==> src/rtl/lsp_pkg.sv <==
package lsp_pkg;

    // Registered control state of one stage.
    typedef struct packed {
        logic v_main;   // main slot holds a flit
        logic v_bak;    // backup slot holds a flit
        logic sel;      // 1: backup slot is the head
        logic stall;    // registered backpressure to the sender
    } lsp_ctl_t;

    localparam lsp_ctl_t LSP_CTL_RESET = '{v_main: 1'b0, v_bak: 1'b0, sel: 1'b0, stall: 1'b0};

endpackage

==> src/rtl/lsp_slot.sv <==
module lsp_slot #(
    parameter int W = 16
) (
    input  logic         clk,
    input  logic         en,
    input  logic [W-1:0] d,
    output logic [W-1:0] q
);

    logic [W-1:0] q_d, q_q;

    always_comb begin
        q_d = q_q;
        if (en) q_d = d;
    end

    always_ff @(posedge clk) begin
        q_q <= q_d;
    end

    assign q = q_q;

endmodule

==> src/rtl/lsp_ctrl.sv <==
module lsp_ctrl
    import lsp_pkg::*;
(
    input  logic clk,
    input  logic rst,
    input  logic in_valid,
    input  logic out_stall,
    output logic en_main,
    output logic en_bak,
    output logic sel,
    output logic out_valid,
    output logic in_stall
);

    lsp_ctl_t st_d, st_q;

    logic head_v, pop, keep_main, keep_bak, take;

    always_comb begin
        st_d      = st_q;
        head_v    = st_q.sel ? st_q.v_bak : st_q.v_main;
        pop       = head_v && !out_stall;
        keep_main = st_q.v_main && !(pop && !st_q.sel);
        keep_bak  = st_q.v_bak  && !(pop &&  st_q.sel);
        take      = in_valid && !st_q.stall;

        // main slot first; backup only when main stays occupied
        en_main   = take && !keep_main;
        en_bak    = take &&  keep_main;

        st_d.v_main = keep_main | en_main;
        st_d.v_bak  = keep_bak  | en_bak;

        // head is the oldest surviving flit
        if (keep_main && keep_bak) st_d.sel = st_q.sel;
        else if (keep_bak)         st_d.sel = 1'b1;
        else                       st_d.sel = 1'b0;

        // hold the sender off while the backup slot is in use
        st_d.stall = st_d.v_bak;
    end

    always_ff @(posedge clk) begin
        if (rst) st_q <= LSP_CTL_RESET;
        else     st_q <= st_d;
    end

    assign sel       = st_q.sel;
    assign out_valid = head_v;
    assign in_stall  = st_q.stall;

endmodule

==> src/rtl/lsp_stage.sv <==
module lsp_stage #(
    parameter int W = 16
) (
    input  logic         clk,
    input  logic         rst,
    input  logic [W-1:0] in_data,
    input  logic         in_valid,
    output logic         in_stall,
    output logic [W-1:0] out_data,
    output logic         out_valid,
    input  logic         out_stall
);

    logic         en_main, en_bak, sel;
    logic [W-1:0] q_main, q_bak;

    lsp_ctrl u_ctrl (
        .clk       (clk),
        .rst       (rst),
        .in_valid  (in_valid),
        .out_stall (out_stall),
        .en_main   (en_main),
        .en_bak    (en_bak),
        .sel       (sel),
        .out_valid (out_valid),
        .in_stall  (in_stall)
    );

    lsp_slot #(.W(W)) u_main (
        .clk (clk),
        .en  (en_main),
        .d   (in_data),
        .q   (q_main)
    );

    lsp_slot #(.W(W)) u_bak (
        .clk (clk),
        .en  (en_bak),
        .d   (in_data),
        .q   (q_bak)
    );

    assign out_data = sel ? q_bak : q_main;

endmodule

==> src/rtl/lsp_chain.sv <==
module lsp_chain #(
    parameter int W      = 16,
    parameter int STAGES = 2
) (
    input  logic         clk,
    input  logic         rst,
    input  logic [W-1:0] up_data,
    input  logic         up_valid,
    output logic         up_stall,
    output logic [W-1:0] dn_data,
    output logic         dn_valid,
    input  logic         dn_stall
);

    localparam int NODES = STAGES + 1;

    logic [W-1:0] node_data  [NODES];
    logic         node_valid [NODES];
    logic         node_stall [NODES];

    assign node_data[0]       = up_data;
    assign node_valid[0]      = up_valid;
    assign up_stall           = node_stall[0];
    assign dn_data            = node_data[STAGES];
    assign dn_valid           = node_valid[STAGES];
    assign node_stall[STAGES] = dn_stall;

    for (genvar i = 0; i < STAGES; i++) begin : g_stage
        lsp_stage #(.W(W)) u_stage (
            .clk       (clk),
            .rst       (rst),
            .in_data   (node_data[i]),
            .in_valid  (node_valid[i]),
            .in_stall  (node_stall[i]),
            .out_data  (node_data[i+1]),
            .out_valid (node_valid[i+1]),
            .out_stall (node_stall[i+1])
        );
    end

endmodule

==> config.mk <==
export PLATFORM = sky130hd
export DESIGN_NAME = lsp_chain
export DESIGN_NICKNAME = d
export VERILOG_FILES = /design/src/rtl/lsp_pkg.sv /design/src/rtl/lsp_slot.sv /design/src/rtl/lsp_ctrl.sv /design/src/rtl/lsp_stage.sv /design/src/rtl/lsp_chain.sv
export SDC_FILE = /design/constraint.sdc
export NUM_CORES = 1
export LEC_CHECK = 0
export ABC_AREA = 1
export BUFFER_PORTS_ARGS = -buffer_cell sky130_fd_sc_hd__buf_4
export CAP_MARGIN = 20
export CORE_ASPECT_RATIO = 2
export CORE_MARGIN = 5
export CORE_UTILIZATION = 50
export DETAILED_ROUTE_END_ITERATION = 8
export PLACE_DENSITY = 0.74
export SETUP_SLACK_MARGIN = 0.4
export SYNTH_ARGS = -nofsm -noshare
export SYNTH_HDL_FRONTEND = slang
export SYNTH_SLANG_ARGS = --single-unit
==> constraint.sdc <==
create_clock -name clk -period 1.7 [get_ports clk]
set_clock_uncertainty 0.1 [all_clocks]
set_input_delay 0 -clock clk [delete_from_list [all_inputs] [get_ports clk]]
set_output_delay 0 -clock clk [all_outputs]
set_load 0.05 [all_outputs]
# After elaboration in Yosys (flattened, before gate mapping)
# Index checks and enable logic that the tools add are counted.
dict set report totals {
  register_bits 70
  output_inout_bits 18
}
dict set report op_classes {
  muxes 6
  bitwise 4
  n_reduce_logical 28
}
# operator n
set ops {}
lappend ops {{$mux W16} 2}
lappend ops {{$logic_and A1 B1 Y1} 17}
lappend ops {{$logic_not A1 Y1} 11}
lappend ops {{$mux W1} 4}
lappend ops {{$or A1 B1 Y1} 4}

# Longest topological paths before layout
# Gate-level depths: netlist of the first run.
dict set report logic_depth {
  ltp_word 8
  ltp_mapped 6
  depth_no_buf 5
}

# Cells and area by module
# Synthesis of the first run repeated with hierarchy kept, for this count alone.
dict set report unflattened {
  hier_cells 210
  hier_area_um2 2730.1
}
# mod n_inst cells_per_inst area_each_um2 seq_area_each_um2
set modules_own_cells {}
lappend modules_own_cells {lsp_slot 4 16 480.5 480.5}
lappend modules_own_cells {lsp_stage 2 52 244.0 0.0}
lappend modules_own_cells {lsp_ctrl 2 21 160.2 60.1}

# Worst setup path after synthesis of the first run
# Ideal clock, no wire load.
dict set report synth_path {
  path_type {reg2reg}
  start {register g_stage[0].u_stage.u_ctrl.in_stall (netlist name)}
  end {register g_stage[1].u_stage.u_main.q_q[0], enable pin}
  setup_time_ns 0.388
  arrival_ns 1.661
  required_ns 1.212
  slack_ns -0.449
  stages_incl_launch_ff 5
  cell_sequence {dfxtp_1 -> nand2_1 -> nand2_2 -> nand2_1 -> nor2_1}
}
# element line
set synth_lines {}
lappend synth_lines {{end signal: assignment} lsp_slot.sv:18} ;# q_q <= q_d;
lappend synth_lines {{end: declaration} lsp_slot.sv:10} ;# logic [W-1:0] q_d, q_q;

==> metrics.log, run 1 <==
[metrics] chip height: ~110 µm
[metrics] diode insertion count for antenna repair: 0
[metrics] die width: around 61 µm
[metrics] Synth Cell Area: approximately 0.0026 mm²
[metrics] first-pass GRT wire length: 7870 µm
[metrics] launching element type of the critical path: flip-flop
[metrics] Gate Count Post-Synth: between 200 and 250
[metrics] number of buffers on the longest clock path: 2
[metrics] GRT Overall Usage: 0.160
[metrics] total number of H-tree levels: 3
[metrics] final critical-path required period: 1390 ps
[metrics] number of distinct library cell variants in the gate-level netlist after synthesis: 23
[metrics] area of the core: between 0.005 and 0.006 mm²
[metrics] critical path class: reg -> reg
[metrics] share of the clock period used by the worst path after layout: 0.820
[metrics] Rel. slew slack: 0.826
[metrics] Starting DRT DRC Count: 40
[metrics] Initial DRT Pass Iterations: 4
[metrics] critical path fanouts, max: 8
[metrics] Detail Placement HPWL: 2940 µm
[metrics] Max-Cap Viols: 0
[metrics] global-route congestion overflow total: 0
[metrics] TritonCTS Buffers: 9
[metrics] static leakage: 1.51 nW
[metrics] final hold vios: 0
[metrics] final RePlAce weighted congestion: roughly 0.72
[metrics] arrival time worst endpoint: around 1400 ps
[metrics] transition time at the pin with the least slew margin: 260 ps
[metrics] number of I/O port buffers: 37
[metrics] Total Nets Final: 300
[metrics] mean cell area of the mapped netlist: 12.9 µm²
[metrics] later-pin clock latency in the skew report: roughly 340 ps
[metrics] Tightest Hold Check Type: in -> reg
[metrics] share of cells above drive strength 1: 0.386
[metrics] DRC: 0
[metrics] result of the run: complete, no violations
[metrics] post-detailed-route via-to-cell ratio: just under 5
[metrics] unrepaired setup endpoints after global routing: true
[metrics] number of antenna violations at the first check in global routing: 0
[metrics] required arrival time at the worst endpoint: 1660 ps
[metrics] fmax: around 0.7 GHz
[metrics] Worst setup EP type: flip-flop
[metrics] vias post-DR: 1,656
[metrics] Pwr per Cell Area: approximately 900 mW/mm²
[metrics] maximum VDD drop: 0.000806 V
[metrics] Final Max Slew Viols: 0
[metrics] post-synthesis sequential area ratio: 0.774
[metrics] number of global-route vias before repair: about 1,700
[metrics] die outline area: 0.00692 mm²
[metrics] setup violation total in the final timing report: 0
[metrics] pin count of the biggest net entering global routing: 19
[metrics] Total Routed Length: 4970 µm
[metrics] TritonCTS clock tree: yes
[metrics] starting utilization of the core area: 0.514
[metrics] summed negative setup slack over all endpoints: 0 ps
[metrics] Cell Rows: 37
[metrics] detailed-route wire length per cell: 14.5 µm
[metrics] DR WL met3: ~220 µm
[metrics] area growth from synthesis to layout: 43.4%
[metrics] number of clock sinks: 70
[metrics] antenna-violating nets left: 0
[metrics] master cell of the clock root buffer: sky130_fd_sc_hd__clkbuf_8
[metrics] Clk pin slew, worst setup/hold paths: 70 ps
[metrics] Worst R2R Setup Slack: 310 ps
[metrics] post-route met1 wirelength: approximately 1800 µm
[metrics] flip-flop and latch count after synthesis: 70
[metrics] Ports: 38
[metrics] highest metal layer with signal wires: met4
[metrics] detailed route wirelength on metal2: 2890 µm
[metrics] utilization after layout: 0.736
[metrics] Post-Synthesis Net Count: 224
[metrics] total number of yosys warnings: 0
## path summary, 6_finish.rpt
| check | start | to | cells after the start |
|---|---|---|---|
| worst min register to register | g_stage[1].u_stage.u_ctrl.in_stall | g_stage[1].u_stage.u_ctrl.sel | 2 |
| worst max register to register | g_stage[0].u_stage.u_ctrl.in_stall | g_stage[1].u_stage.u_main.q[1] | 6 |
| worst min-delay path | up_valid | g_stage[0].u_stage.u_ctrl.st_q[3] | 5 |
| worst max-delay path | g_stage[0].u_stage.u_ctrl.in_stall | g_stage[1].u_stage.u_main.q[1] | 6 |
## final cells by class
type,count,area [µm²]
flip-flops and latches,70,2060
fillers,326,1360
repair buffers,71,801
multi-input cells,120,639
clock buffers,11,131
well taps,58,72.6
inverters,8,57.6
clock inverters,5,26.3
## kinds of logic after synthesis
family                 synth area share
AND/OR/NAND/NOR                   0.170
flip-flops                        0.774
buffers and inverters            0.0322
AO/OA/AOI/OAI                    0.0237
## Yosys cell counts (all sizes together)
master / count / area (µm²)
nand2: 101 / 384
edfxtp: 64 / 1920
inv: 8 / 40.0
nor2: 8 / 40.0
buf: 6 / 45.0
dfxtp: 6 / 120
a21oi: 3 / 18.8
nor3: 2 / 15.0
o21ai: 2 / 13.8
a211oi: 1 / 7.51
nand3: 1 / 10.0
o21a: 1 / 15.0
o21bai: 1 / 7.51
## layer usage
metal / up-vias / GRT usage
met1: 774 / 0.173
met3: 9 / 0.0411
met2: 35 / 0.272
met4: 0 / 0.0850
met5: - / 0
li1: 838 / -
## sequential cells by signal, indices dropped and copies added, names as in the netlist
register	flops
g_stage.u_stage.u_bak.q	32
g_stage.u_stage.u_main.q	32
g_stage.u_stage.u_ctrl.in_stall	2
g_stage.u_stage.u_ctrl.sel	2
g_stage.u_stage.u_ctrl.st_q	2
## power breakdown
| group | internal (mW) | switching [mW] |
|---|---|---|
| clock | 0.516 | 0.563 |
| sequential | 1.93 | 0.0157 |
| combinational | 0.169 | 0.192 |
| total | 2.62 | 0.771 |
## stage by stage
stage	instance area (µm²)	hold WS, ps	power [mW]	instances	setup WS, ps
after global routing	3780	61.6	3.51	343	271
after floorplan	2670	-38.3	2.13	204	139
final	3780	25.2	3.39	343	305
after detailed placement	3030	87.6	2.24	297	109
after global placement	3030	86.2	2.23	297	148
after CTS	3620	37.2	3.39	340	331
## worst max-delay path, cell delays in order, from the launching register on
cell,delay [ps]
sky130_fd_sc_hd__dfxtp_4,410
sky130_fd_sc_hd__nand2_4,70
sky130_fd_sc_hd__nand2_4,90
sky130_fd_sc_hd__nand2_4,60
sky130_fd_sc_hd__nor2_4,130
sky130_fd_sc_hd__buf_12,120
sky130_fd_sc_hd__buf_16,120
## layout by cell type (no fill, tap or decap), types with 4 or more instances in the layout
master / Yosys / layout
sky130_fd_sc_hd__buf_4: 1 / 25
sky130_fd_sc_hd__nand2_4: 0 / 7
sky130_fd_sc_hd__nand2_2: 2 / 16
sky130_fd_sc_hd__nand2_1: 99 / 78
sky130_fd_sc_hd__nor2_4: 1 / 4
sky130_fd_sc_hd__buf_6: 2 / 12
sky130_fd_sc_hd__buf_12: 0 / 7
sky130_fd_sc_hd__clkbuf_8: 0 / 9
sky130_fd_sc_hd__buf_8: 0 / 7
sky130_fd_sc_hd__edfxtp_1: 64 / 64
sky130_fd_sc_hd__dlygate4sd3_1: 0 / 18
## what timing repair did
| action | CTS | global route |
|---|---|---|
| gates resized for setup | 36 | 39 |
| pin swaps | 2 | 17 |
| buffers inserted | 8 | 2 |
| hold endpoints to repair | 38 | 0 |
| hold buffers | 18 | 0 |
| cloned | 1 | 1 |
| setup endpoints to repair | 81 | 81 |
(Power assumes the default switching activity.)
==> inputs of run 2 (changes only) <==
--- a/config.mk
+++ b/config.mk
@@ -5,14 +5,14 @@
 export SDC_FILE = /design/constraint.sdc
 export NUM_CORES = 1
 export LEC_CHECK = 0
-export ABC_AREA = 1
+export ABC_AREA = 0
 export BUFFER_PORTS_ARGS = -buffer_cell sky130_fd_sc_hd__buf_4
 export CAP_MARGIN = 20
 export CORE_ASPECT_RATIO = 2
 export CORE_MARGIN = 5
-export CORE_UTILIZATION = 50
+export CORE_UTILIZATION = 55
 export DETAILED_ROUTE_END_ITERATION = 8
-export PLACE_DENSITY = 0.74
+export PLACE_DENSITY = 0.77
 export SETUP_SLACK_MARGIN = 0.4
 export SYNTH_ARGS = -nofsm -noshare
 export SYNTH_HDL_FRONTEND = slang
==> constraint.sdc (replaced) <==
create_clock -name clk -period 1.45 [get_ports clk]
set_clock_uncertainty 0.1 [all_clocks]
set_input_delay 0 -clock clk [delete_from_list [all_inputs] [get_ports clk]]
set_output_delay 0 -clock clk [all_outputs]
set_load 0.05 [all_outputs]
==> metrics.log, run 2 <==
[metrics] Worst setup EP type: flip-flop
[metrics] Register-to-Register Path Depth: 4 (-2)
[metrics] total of hold buffers inserted after clock tree synthesis: 18 (unchanged)
[metrics] antenna-violating nets left: 0 (unchanged)
[metrics] violated checks: negative hold slack, negative setup slack
[metrics] fill cell total of the finished layout: 212 (-35%)
[metrics] mean cell area of the mapped netlist: 19.5 µm² (+51%)
[metrics] arrival time worst endpoint: 1460 ps (+100 ps)
[metrics] GRT Overall Usage: 0.173 (+0.0132)
[metrics] final RePlAce weighted congestion: 0.685 (-5.5%)
[metrics] Synth Cell Area: 0.00257 mm² (-2.5%)
[metrics] area post-placement: 0.00317 mm² (+4.8%)
[metrics] transition time at the pin with the least slew margin: 193 ps (-67.3 ps)
[metrics] utilization after layout: 0.826 (+0.0893)
[metrics] top post-synthesis cells by area: sky130_fd_sc_hd__edfxtp_1, sky130_fd_sc_hd__mux2_2, sky130_fd_sc_hd__dfxtp_1, sky130_fd_sc_hd__a21oi_1, sky130_fd_sc_hd__mux2i_1
[metrics] final critical-path required period: 1520 ps (+121 ps)
[metrics] number of global-route vias before repair: 1,575 (-5.9%)
[metrics] launch point of the critical path: g_stage[0].u_stage.u_ctrl.sel
[metrics] share of cells above drive strength 1: 0.553 (+0.167)
[metrics] leading cell type in the layout, fill and taps excluded: sky130_fd_sc_hd__edfxtp_1
[metrics] diode insertion count for antenna repair: 0 (unchanged)
[metrics] global-route congestion overflow total: 0 (unchanged)
[metrics] number of buffer and inverter stages on the critical path: 1 (-1)
[metrics] maximum VDD drop: 0.000884 V (+9.7%)
[metrics] number of flops mapped to enable cells by yosys: 64 (unchanged)
[metrics] launching element type of the critical path: flip-flop
[metrics] DRC: 0 (unchanged)
[metrics] TritonCTS Buffers: 9 (unchanged)
[metrics] Clk pin slew, worst setup/hold paths: 60 ps (about the same)
[metrics] Detail Placement HPWL: 2920 µm (-0.64%)
[metrics] result of the run: complete, but fails checks
[metrics] number of antenna violations at the first check in global routing: 0 (unchanged)
[metrics] worst hold endpoint: g_stage[1].u_stage.u_ctrl.in_stall
[metrics] critical path class: reg -> reg
[metrics] starting utilization of the core area: 0.560 (+0.0462)
[metrics] die outline area: 0.00623 mm² (-10%)
[metrics] Ports: 38 (unchanged)
[metrics] chip height: 107 µm (-5.3%)
[metrics] Pwr per Cell Area: 1030 mW/mm² (+14%)
[metrics] most frequent cells in the layout: sky130_fd_sc_hd__edfxtp_1, sky130_fd_sc_hd__buf_4, sky130_fd_sc_hd__mux2_4
[metrics] Final Max Slew Viols: 0 (unchanged)
[metrics] xor/xnor share of the synthesized area: 0 (unchanged)
[metrics] later-pin clock latency in the skew report: 330 ps (about the same)
[metrics] simple-gate share of the synthesized area: 0.0263 (-0.144)
[metrics] Tightest Hold Check Type: in -> reg
[metrics] area of the core: 0.00460 mm² (-11%)
[metrics] area growth from synthesis to layout: 47.5%
[metrics] adder-cell share of the synthesized area: 0 (unchanged)
[metrics] flip-flop and latch count after synthesis: 70 (unchanged)
[metrics] maximum cell stage delay along the critical path: 340 ps (-70 ps)
[metrics] detailed-route wire length per cell: 18.1 µm (+25%)
[metrics] cells along the critical path: mux2i_2 -> or2_4 -> nor2b_4 -> clkbuf_16
[metrics] endpoint of the worst register-to-register path: g_stage[1].u_stage.u_main.q[1]
[metrics] die width: 58.4 µm (-4.9%)
[metrics] number of distinct library cell variants in the gate-level netlist after synthesis: 20 (-13%)
[metrics] fmax: 0.660 GHz (-8.0%)
[metrics] post-synth top area cell: sky130_fd_sc_hd__edfxtp_1
[metrics] number of clock sinks: 70 (unchanged)
[metrics] multiplexer fraction of the synthesized cell area: 0.152 (+0.152)
[metrics] post-route cell area: 0.00380 mm² (+0.33%)
[metrics] critical path fanouts, max: 8 (unchanged)
[metrics] fraction of post-synthesis cell area in the top cell type by area: 0.747 (+0.0184)
[metrics] Initial DRT Pass Iterations: 5 (+1)
[metrics] Hold Startpoint: dn_stall
[metrics] most common cell in the netlist: sky130_fd_sc_hd__edfxtp_1
[metrics] Total Routed Length: 4960 µm (-0.38%)
[metrics] master cell of the clock root buffer: sky130_fd_sc_hd__clkbuf_8
[metrics] Cell Rows: 35 (-5.4%)
[metrics] final critical-path setup slack: -65.2 ps (-371 ps)
[metrics] Final Hold Slack: -59.8 ps (-85.0 ps)
[metrics] total power: 3.89 mW (+15%)
[metrics] top post-synthesis cells by count: sky130_fd_sc_hd__edfxtp_1, sky130_fd_sc_hd__mux2_2, sky130_fd_sc_hd__dfxtp_1
[metrics] post-synthesis sequential area ratio: 0.793 (+0.0196)
[metrics] Worst R2R Setup Slack: -70 ps (-370 ps)
[metrics] post-detailed-route via-to-cell ratio: 5.20 (+7.6%)
[metrics] main combinational cell family by area after synthesis: multiplexers
[metrics] Total Nets Final: 236 (-21%)
[metrics] fraction of registers with async set/reset: 0 (unchanged)
[metrics] cell family with most CP delay: simple AND/OR/NAND/NOR gates
[metrics] Gate Count Post-Synth: 132 (-35%)
[metrics] required arrival time at the worst endpoint: 1390 ps (-270 ps)
[metrics] final hold vios: 3 (+3)
[metrics] number of buffers on the longest clock path: 2 (unchanged)
[metrics] Starting DRT DRC Count: 55 (+38%)
[metrics] Max-Cap Viols: 0 (unchanged)
[metrics] Post-Synthesis Net Count: 152 (-32%)
[metrics] vias post-DR: 1,424 (-14%)
[metrics] RR Startpoint: g_stage[0].u_stage.u_ctrl.sel
[metrics] TritonCTS clock tree: yes
[metrics] setup violation total in the final timing report: 39 (+39)
[metrics] primary flip-flop cell chosen by synthesis mapping: sky130_fd_sc_hd__edfxtp_1
[metrics] total number of H-tree levels: 3 (unchanged)
[metrics] share of the clock period used by the worst path after layout: 1.04 (+0.225)
[metrics] total number of yosys warnings: 0 (unchanged)
[metrics] Rel. slew slack: 0.869 (+0.0433)
[metrics] static leakage: 1.41 nW (-6.8%)
[metrics] unrepaired setup endpoints after global routing: true
[metrics] cell with the largest stage delay on the worst path: sky130_fd_sc_hd__dfxtp_2
[metrics] fraction of the mapped netlist area in compound gates: 0.0165 (-0.00718)
[metrics] number of I/O port buffers: 37 (unchanged)
[metrics] first-pass GRT wire length: 7710 µm (-2.0%)
[metrics] pin count of the biggest net entering global routing: 17 (-2)
[metrics] number of cells traversed by the worst hold path: 3 (-2)
run 2: layer usage:
| layer | GRT usage | up-vias | routed length (µm) |
|---|---|---|---|
| met5 | 0 | - | 0 |
| met4 | 0.109 | 0 | 93 |
| met3 | 0.0398 | 7 | 157 |
| met2 | 0.298 | 29 | 2990 |
| met1 | 0.182 | 711 | 1710 |
| li1 | - | 677 | - |
run 2: worst max path at each step:
| stage | endpoint | slack, ps | depth (start not counted) |
|---|---|---|---|
| 2_1_floorplan | g_stage[1].u_stage.u_main.q[0] | -100 | 3 |
| 3_3_place_gp | g_stage[1].u_stage.u_bak.q[2] | -20 | 3 |
| 3_5_place_dp | g_stage[1].u_stage.u_bak.q[1] | -90 | 3 |
| 4_1_cts | g_stage[1].u_stage.u_bak.q[15] | -50 | 4 |
| 5_1_grt | g_stage[1].u_stage.u_bak.q[13] | -100 | 4 |
| 6_report | g_stage[1].u_stage.u_main.q[1] | -70 | 4 |
run 2: per-stage QoR:
step	instances	TNS, ps	setup slack [ps]
3_3_place_gp	232	-298	-19.1
4_1_cts	268	-1030	-54.1
3_5_place_dp	232	-2290	-89.7
2_1_floorplan	132	-2940	-97.2
6_report	274	-1720	-65.2
5_1_grt	274	-3480	-96.5
run 2: cell type report:
type	instances	area [µm²]	area share
Timing Repair Buffer	77	835	0.220
Inverter	2	11.3	0.00297
Clock buffer	10	128	0.0336
Clock inverter	4	16.3	0.00428
Sequential cell	70	2050	0.541
Multi-Input combinational cell	56	686	0.181
Tap cell	55	68.8	0.0181
run 2: worst reg2reg max path: stages, from the launching register on:
cell and delay (ps):
sky130_fd_sc_hd__dfxtp_2 340, sky130_fd_sc_hd__mux2i_2 160, sky130_fd_sc_hd__or2_4 270, sky130_fd_sc_hd__nor2b_4 180
sky130_fd_sc_hd__clkbuf_16 190
run 2: what timing repair did:
action	CTS	global route
setup buffers	3	5
endpoints found under the setup margin	119	120
cloned	1	1
pin swaps	0	1
hold endpoints to repair	38	3
resized for setup	32	15
run 2: logic make-up after synthesis:
group                  after synthesis
multiplexers                        35
AO/OA/AOI/OAI                        8
AND/OR/NAND/NOR                     13
buffers and inverters                6
flip-flops                          70
run 2: report_power, final:
part / leakage (nW) / internal, mW / total, mW / switching (mW)
registers: 0.645 / 2.26 / 2.28 / 0.0199
logic: 0.691 / 0.213 / 0.408 / 0.195
clock network: 0.0745 / 0.581 / 1.20 / 0.618
total: 1.41 / 3.06 / 3.89 / 0.833
